==> config.mk <==
export PLATFORM = sky130hd
export DESIGN_NAME = tdm_stream_rx
export DESIGN_NICKNAME = d
export VERILOG_FILES = /design/src/rtl/tdm_rx_pkg.sv /design/src/rtl/tdm_rx_edge.sv /design/src/rtl/tdm_rx_timer.sv /design/src/rtl/tdm_rx_assemble.sv /design/src/rtl/tdm_stream_rx.sv
export SDC_FILE = /design/constraint.sdc
export NUM_CORES = 1
export LEC_CHECK = 0
export ABC_CLOCK_PERIOD_IN_PS = 4000
export BUFFER_PORTS_ARGS = -buffer_cell sky130_fd_sc_hd__buf_2
export CAP_MARGIN = 10
export CORE_ASPECT_RATIO = 1.5
export CORE_MARGIN = 2
export CORE_UTILIZATION = 60
export CTS_CLUSTER_DIAMETER = 50
export DETAILED_ROUTE_END_ITERATION = 6
export PLACE_DENSITY = 0.81
export SYNTH_ARGS = -nofsm -noshare
export SYNTH_HDL_FRONTEND = slang
export SYNTH_SLANG_ARGS = --single-unit
==> constraint.sdc <==
create_clock -name clk -period 4 [get_ports clk]
set_input_delay 0.6 -clock clk [delete_from_list [all_inputs] [get_ports clk]]
set_output_delay 0.6 -clock clk [all_outputs]
set_load 0.005 [all_outputs]
==> src/rtl/tdm_rx_pkg.sv <==
package tdm_rx_pkg;
  localparam int RATE_W    = 2;
  localparam int NUM_RATES = 4;
  typedef logic [RATE_W-1:0] rate_t;
endpackage

==> src/rtl/tdm_rx_edge.sv <==
module tdm_rx_edge (
  input  logic clk,
  input  logic rst,
  input  logic line_ck,
  input  logic frame_n,
  input  logic edge_rise,
  output logic act,
  output logic bound
);
  logic ck_q;

  always_ff @(posedge clk) begin
    if (rst) ck_q <= 1'b0;
    else     ck_q <= line_ck;
  end

  always_comb begin
    act   = edge_rise ? (line_ck & ~ck_q) : (~line_ck & ck_q);
    bound = act & ~frame_n;
  end
endmodule

==> src/rtl/tdm_rx_timer.sv <==
module tdm_rx_timer
  import tdm_rx_pkg::*;
#(
  parameter int BYTE_W     = 8,
  parameter int TOP_TICKS  = 2,
  parameter int BASE_CHANS = 32,
  parameter int CHAN_W     = 8
) (
  input  logic              clk,
  input  logic              rst,
  input  logic              act,
  input  logic              bound,
  input  rate_t             rate_sel,
  output logic              locked,
  output logic              samp,
  output logic              samp_last,
  output logic [CHAN_W-1:0] samp_chan
);
  localparam int MAX_TICKS = TOP_TICKS << (NUM_RATES - 1);
  localparam int TICK_W    = $clog2(MAX_TICKS);
  localparam int BIT_W     = $clog2(BYTE_W);

  rate_t             rate_q;
  logic [TICK_W-1:0] tick;
  logic [BIT_W-1:0]  bitc;
  logic [CHAN_W-1:0] chan;

  logic [TICK_W:0]   n_ticks;
  logic [CHAN_W:0]   n_ch;
  logic [TICK_W+2:0] three_n;
  logic [TICK_W:0]   samp_k;
  logic [TICK_W:0]   tick_nx;
  logic [CHAN_W:0]   chan_nx;

  always_comb begin
    n_ticks   = (TICK_W+1)'(MAX_TICKS) >> rate_q;
    n_ch      = (CHAN_W+1)'(BASE_CHANS) << rate_q;
    three_n   = {2'b00, n_ticks} + {1'b0, n_ticks, 1'b0};
    samp_k    = three_n[TICK_W+2:2];
    tick_nx   = {1'b0, tick} + 1'b1;
    chan_nx   = {1'b0, chan} + 1'b1;
    samp_last = (bitc == BIT_W'(BYTE_W - 1));
    samp      = act & ~bound & locked & (tick_nx == samp_k);
    samp_chan = chan;
  end

  always_ff @(posedge clk) begin
    if (rst) begin
      locked <= 1'b0;
      rate_q <= '0;
      tick   <= '0;
      bitc   <= '0;
      chan   <= '0;
    end else if (bound) begin
      locked <= 1'b1;
      rate_q <= rate_sel;
      tick   <= '0;
      bitc   <= '0;
      chan   <= '0;
    end else if (act && locked) begin
      if (tick_nx == n_ticks) begin
        tick <= '0;
        if (samp_last) begin
          bitc <= '0;
          chan <= (chan_nx == n_ch) ? '0 : chan_nx[CHAN_W-1:0];
        end else begin
          bitc <= bitc + 1'b1;
        end
      end else begin
        tick <= tick_nx[TICK_W-1:0];
      end
    end
  end

  p_stall_r2: assert property (@(posedge clk) disable iff (rst)
    !act |=> ($stable(tick) && $stable(bitc) && $stable(chan) && $stable(locked)));

  p_resync_r3: assert property (@(posedge clk) disable iff (rst)
    bound |=> (tick == '0 && bitc == '0 && chan == '0 && locked));

  p_rate_hold_r7: assert property (@(posedge clk) disable iff (rst)
    !bound |=> $stable(rate_q));

  p_range_r1: assert property (@(posedge clk) disable iff (rst)
    ({1'b0, tick} < n_ticks) && ({1'b0, chan} < n_ch));
endmodule

==> src/rtl/tdm_rx_assemble.sv <==
module tdm_rx_assemble #(
  parameter int BYTE_W = 8,
  parameter int CHAN_W = 8
) (
  input  logic              clk,
  input  logic              rst,
  input  logic              samp,
  input  logic              samp_last,
  input  logic [CHAN_W-1:0] samp_chan,
  input  logic              sdata,
  output logic [BYTE_W-1:0] rx_byte,
  output logic [CHAN_W-1:0] rx_chan,
  output logic              rx_valid
);
  logic [BYTE_W-2:0] sr;

  always_ff @(posedge clk) begin
    if (rst) begin
      sr       <= '0;
      rx_byte  <= '0;
      rx_chan  <= '0;
      rx_valid <= 1'b0;
    end else begin
      rx_valid <= 1'b0;
      if (samp) begin
        sr <= {sr[BYTE_W-3:0], sdata};
        if (samp_last) begin
          rx_byte  <= {sr, sdata};
          rx_chan  <= samp_chan;
          rx_valid <= 1'b1;
        end
      end
    end
  end

  p_valid_pulse_r6: assert property (@(posedge clk) disable iff (rst)
    rx_valid |=> !rx_valid);
endmodule

==> src/rtl/tdm_stream_rx.sv <==
module tdm_stream_rx
  import tdm_rx_pkg::*;
#(
  parameter int BYTE_W     = 8,
  parameter int TOP_TICKS  = 2,
  parameter int BASE_CHANS = 32,
  parameter int CHAN_W     = $clog2(BASE_CHANS << (NUM_RATES - 1))
) (
  input  logic              clk,
  input  logic              rst,
  input  logic              line_ck,
  input  logic              frame_n,
  input  logic              edge_rise,
  input  logic [RATE_W-1:0] rate_sel,
  input  logic              sdata,
  output logic [BYTE_W-1:0] rx_byte,
  output logic [CHAN_W-1:0] rx_chan,
  output logic              rx_valid
);
  logic              act_w;
  logic              bound_w;
  logic              lock_w;
  logic              samp_w;
  logic              last_w;
  logic [CHAN_W-1:0] chan_w;

  tdm_rx_edge edge_i (
    .clk(clk), .rst(rst), .line_ck(line_ck), .frame_n(frame_n),
    .edge_rise(edge_rise), .act(act_w), .bound(bound_w)
  );

  tdm_rx_timer #(
    .BYTE_W(BYTE_W), .TOP_TICKS(TOP_TICKS), .BASE_CHANS(BASE_CHANS), .CHAN_W(CHAN_W)
  ) timer_i (
    .clk(clk), .rst(rst), .act(act_w), .bound(bound_w), .rate_sel(rate_sel),
    .locked(lock_w), .samp(samp_w), .samp_last(last_w), .samp_chan(chan_w)
  );

  tdm_rx_assemble #(.BYTE_W(BYTE_W), .CHAN_W(CHAN_W)) asm_i (
    .clk(clk), .rst(rst), .samp(samp_w), .samp_last(last_w), .samp_chan(chan_w),
    .sdata(sdata), .rx_byte(rx_byte), .rx_chan(rx_chan), .rx_valid(rx_valid)
  );

  p_quiet_r8: assert property (@(posedge clk) disable iff (rst)
    !lock_w |-> !rx_valid);
endmodule

* Yosys cells after proc, flatten, opt, wreduce, memory -nomap -nowiden
Cells that the tools add are included.
** Word-level totals
- Input port bits :: 8
- Register bits :: 43
** Operators by class
- Shift-type cells :: 2
- Add/sub/neg operators :: 4
- Reduce and logical (&&, ||, !) cells :: 6
- Mux-type cells :: 5
- Equality and inequality tests :: 4
- Bitwise logic cells :: 11
** Operators by type and width (number)
- $eq 5x5->1 :: 2
- $add 8x1->9 const B :: 1
- $eq 9x9->1 :: 1
- $shl 6x2->9 const A :: 1
- $mux 8 :: 1
- $add 5x6->7 :: 1
- $and 1x1->1 :: 6
- $add 4x1->5 const B :: 1
- $not 1->1 :: 5
- $shr 5x2->5 const A :: 1
- $mux 4 :: 1
- $reduce_and 2->1 :: 2
- $reduce_or 2->1 :: 2
- $add 3x1->3 const B :: 1
- $eq 3x3->1 const B :: 1
- $mux 3 :: 1
- $reduce_and 3->1 :: 1
- $mux 1 :: 2
- $logic_and 1x1->1 :: 1

* Depth between registers and ports, before layout
- Depth after elaboration :: 10
- Mapped depth :: 11
- Gate-level depth less buffers :: 9

* Cells and area by module
Synthesis repeated with hierarchy kept, for this count alone.
** Second synthesis, totals
- Cells, all modules :: 266
- Area total of the unflattened synthesis :: 2461.1 um^2
** By module, submodules not included
- tdm_rx_timer :: area each 1360.1 um^2, cells each 161, sequential area each 360.3 um^2, times used 1
- tdm_rx_assemble :: area each 1027.2 um^2, cells each 98, sequential area each 480.5 um^2, times used 1
- tdm_rx_edge :: area each 73.8 um^2, cells each 7, sequential area each 20.0 um^2, times used 1

* Worst setup path before layout
OpenSTA, ideal clock, no wires.
- Path kind :: register to register
- From :: reg timer_i.rate_q[1]
- To :: reg asm_i.rx_byte[0]
- Data required time :: 3872 ps
- Stages on the path, launching flop included :: 12
- Path slack :: 1515 ps
- Arrival :: 2357 ps
- Path through :: dfxtp_1 -> inv_1 -> ha_1 -> ha_1 -> xor2_1 -> xnor2_1 -> xor2_1 -> nor4b_1 -> buf_2 -> buf_4 -> mux2i_1 -> nor2_1
** On the way
- Word-level cells in the longest chain between the ends :: 5
** RTL lines
- start: declaration :: RTL line tdm_rx_timer.sv:23 : rate_t rate_q;
- start signal: assignment :: RTL line tdm_rx_timer.sv:56 : rate_q <= rate_sel;
- $shr 5x2->5 :: RTL line tdm_rx_timer.sv:36 : n_ticks = (TICK_W+1)'(MAX_TICKS) >> rate_q;
- $add 5x6->7 :: RTL line tdm_rx_timer.sv:38 : three_n = {2'b00, n_ticks} + {1'b0, n_ticks, 1'b0};
- $eq 5x5->1 :: RTL line tdm_rx_timer.sv:43 : samp = act & ~bound & locked & (tick_nx == samp_k);
- $and 1x1->1 :: RTL line tdm_rx_timer.sv:43
- $reduce_and 2->1 (no line)
- end signal: assignment :: RTL line tdm_rx_assemble.sv:28 : rx_byte <= {sr, sdata};
- end: declaration :: RTL line tdm_rx_assemble.sv:11 : output logic [BYTE_W-1:0] rx_byte,
Every way passes these cells.
A chain may end at the register's enable or synchronous reset.

* Worst setup path in the final report
- From :: reg timer_i.rate_q[0]
- To :: reg timer_i.chan[4], in the netlist timer_i.samp_chan[4]
** On the way
- Word-level cells in the longest chain between the ends :: 3
** RTL lines
- $shl 6x2->9 or $shr 5x2->5 (tied branches) :: RTL line tdm_rx_timer.sv:37, tdm_rx_timer.sv:36
- $eq 9x9->1 or $eq 5x5->1 (tied branches) :: RTL line tdm_rx_timer.sv:65, tdm_rx_timer.sv:61
- $mux 8 or $reduce_and 3->1 (tied branches)
- end signal: assignment :: RTL line tdm_rx_timer.sv:65 : chan <= (chan_nx == n_ch) ? '0 : chan_nx[CHAN_W-1:0];
- end: declaration :: RTL line tdm_rx_timer.sv:26 : logic [CHAN_W-1:0] chan;
Parallel ways exist; a longest one is shown, timed or not.

==> impl_metrics.json <==
{
  "fin_skew_ns": 0.00628,
  "hold_violations": 0,
  "ys_warn_count": 0,
  "synth.area.top_cells": "dfxtp_1 38%, mux2i_1 12%, nor2_1 7.2%",
  "grt_usage_pct": 23.0,
  "grt_pass1_vias": 1642,
  "clkSinkCount": 43,
  "p_leak_uw": 0.000919,
  "core_sq_um": 3650,
  "async_flop_share_pct": 0,
  "cp_num_buf_inv": 1,
  "grt_max_degree": 31,
  "place.gp.congestion": 0.837,
  "multi_input_area_sq_um": 1290,
  "crit_slowest_cell": "a2111oi_4",
  "startpoint_type": "flip-flop",
  "area_delta_synth_final_pct": 8.06,
  "fin_crit_sh_pct": 67.7,
  "die_height_um": 79.0,
  "worst_slew_pin_slew_ns": 0.732,
  "drv_cap": 0,
  "cts_buffers": 5,
  "numPortBuffers": 24,
  "period_needed_ns": 2.71,
  "ant_nets": 0,
  "layout-drive-gt1-share_pct": 14.2,
  "finalSetupTns_ns": 0,
  "slew_headroom_pct": 51.2,
  "postCtsSetupBuffers": 0,
  "synth_area_leader_cell": "dfxtp_1",
  "outcome": "complete, no violations",
  "drt-initial-drc-count": 67,
  "clock_latency_ns": 0.29,
  "critical_path_class": "flip-flop to flip-flop",
  "cp-end-kind": "flip-flop",
  "fp-row-count": 27,
  "cts-root-buf": "clkbuf_8",
  "cts_resized": 0,
  "seqCellArea_sq_um": 861,
  "io_pins": 25,
  "detailed_place_hpwl_um": 3050,
  "synth_cell_type_count": 45,
  "synth_nets": 269,
  "synthCells": 250,
  "netlist_area_sq_um": 2250,
  "synth_common_cells": "43 x dfxtp_1, 43 x nor2_1, 27 x mux2i_1",
  "setup_viol": 0,
  "die_x_um": 54.0,
  "hold_slack_ns": 0.493,
  "drv_slew": 0,
  "ys_seq_elements": 43,
  "ys.flop_type": "dfxtp_1",
  "crit_arrival_ns": 2.94,
  "cp_max_fo": 9,
  "synth_edf_count": 0,
  "vias": 1765,
  "antennaDiodeCount": 0,
  "fillers": 278,
  "cts.htree.levels": 2,
  "initial_core_util_pct": 61.7,
  "ys_seq_area_share_pct": 38.3,
  "grt_overflow_total": 0,
  "max-vdd-ir-drop_v": 0.000378,
  "powerDensity_nw_per_um2": 300,
  "dieArea_sq_um": 4270,
  "cp.required_ns": 4.23,
  "vias_per_cell": 5.69,
  "hold_class": "flip-flop to flip-flop",
  "avgSynthCellArea_sq_um": 9.00,
  "antenna_found_initial": 0,
  "drc_errors": 0,
  "grt_pass1_wl_um": 7350,
  "slowest_delay_ns": 0.75,
  "fin_util_pct": 66.6,
  "wire_per_inst_um": 13.6,
  "cp_top_family": "compound AO/OA/AOI/OAI gates",
  "cp_cell_sequence": "inv_1 > ha_1 > and4b_1 > a22oi_1 > a2111oi_4 > nand2_4 > or3_1 > a21oi_1",
  "cts_tree": "built",
  "fmax_ghz": 0.369,
  "yosysTopAreaCellShare_pct": 38.3,
  "hold_buffers": 0,
  "path_clk_slew_ns": 0.08,
  "dr.pass1.iters": 4,
  "clock_path_buffers": 2,
  "rsz0062_at_grt": "false",
  "finalWirelength_um": 4220,
  "fin_nets": 285
}
## flip-flops by register name (all words and copies together), names as in the netlist
register / count
asm_i.rx_byte: 8
asm_i.rx_chan: 8
timer_i.samp_chan: 8
asm_i.sr: 7
timer_i.tick: 4
timer_i.bitc: 3
timer_i.rate_q: 2
asm_i.rx_valid: 1
edge_i.ck_q: 1
timer_i.locked: 1
## stage by stage
| step | cells | instance area, sq um | setup WS [ns] | power [uW] |
|---|---|---|---|---|
| 6_report | 310 | 2430 | 1.29 | 730 |
| 5_1_grt | 310 | 2430 | 1.07 | 757 |
| 4_1_cts | 310 | 2430 | 1.29 | 737 |
| 3_5_place_dp | 302 | 2350 | 1.33 | 481 |
| 3_3_place_gp | 302 | 2350 | 1.38 | 481 |
| 2_1_floorplan | 250 | 2250 | 1.52 | 472 |
## power by group
part	internal [uW]	switching [uW]	total (uW)
sequential	430	1.90	432
clock	122	137	259
combinational	15.0	24.3	39.3
## area by class of cell
| class | count | share of cell area [%] |
|---|---|---|
| Clock buffer | 7 | 3.14 |
| Timing Repair Buffer | 25 | 5.25 |
| Inverter | 5 | 0.772 |
| Sequential cell | 43 | 35.4 |
| Tap cell | 43 | 2.21 |
| Multi-Input combinational cell | 186 | 53.0 |
| Clock inverter | 1 | 0.206 |
## cell usage in the layout, fill, tap and decap left out, types with 2 or more instances in the layout
master	n
xnor2_1	12
buf_2	24
nand4b_1	2
nor3b_1	2
o211ai_1	5
xor2_1	8
nor3_1	3
nor2_1	43
nand4_1	3
or3_1	2
inv_1	5
a31oi_1	3
dfxtp_1	43
nand2_1	15
ha_1	11
nand3_1	6
clkbuf_8	5
mux2i_1	27
a21oi_1	10
o221ai_1	2
clkbuf_1	2
nor2b_1	5
o21ai_0	7
## kinds of logic (layout without fill, tap and decap cells)
kind of cell,after synthesis,in the layout,synth area share (%)
adders and majority gates,11,11,6.12
DFF,43,43,38.3
buffers and inverters,21,38,4.73
AOI/OAI and AO/OA,37,37,11.5
and+or+nand+nor,91,91,19.6
xor gates and xnor gates,20,20,7.79
muxes,27,27,12.0
## worst min-delay path: cells and delay by family, from the launching register on
family	cells	cell delay, ns
flops	1	0.33
simple gates	1	0.07
mux	1	0.06
## per-layer routing
layer,share of wire [%],vias up,GRT usage (%)
li1,-,894,-
met1,44,821,29.6
met2,51,44,37.2
met3,3.9,6,3.95
met4,1.9,0,9.25
met5,0,-,0
## final timing paths
path                                  startpoint                                 to  slack [ns]  depth (start not counted)
hold reg to reg    asm_i.rx_byte[7]$_SDFFE_PP0P_      asm_i.rx_byte[7]$_SDFFE_PP0P_        0.49                          2
setup / recovery  timer_i.rate_q[0]$_SDFFE_PP0P_  timer_i.samp_chan[4]$_SDFFE_PP0P_        1.29                          8
hold / removal     asm_i.rx_byte[7]$_SDFFE_PP0P_      asm_i.rx_byte[7]$_SDFFE_PP0P_        0.49                          2
setup reg to reg  timer_i.rate_q[0]$_SDFFE_PP0P_  timer_i.samp_chan[4]$_SDFFE_PP0P_        1.29                          8
(Power assumes the default switching activity.)
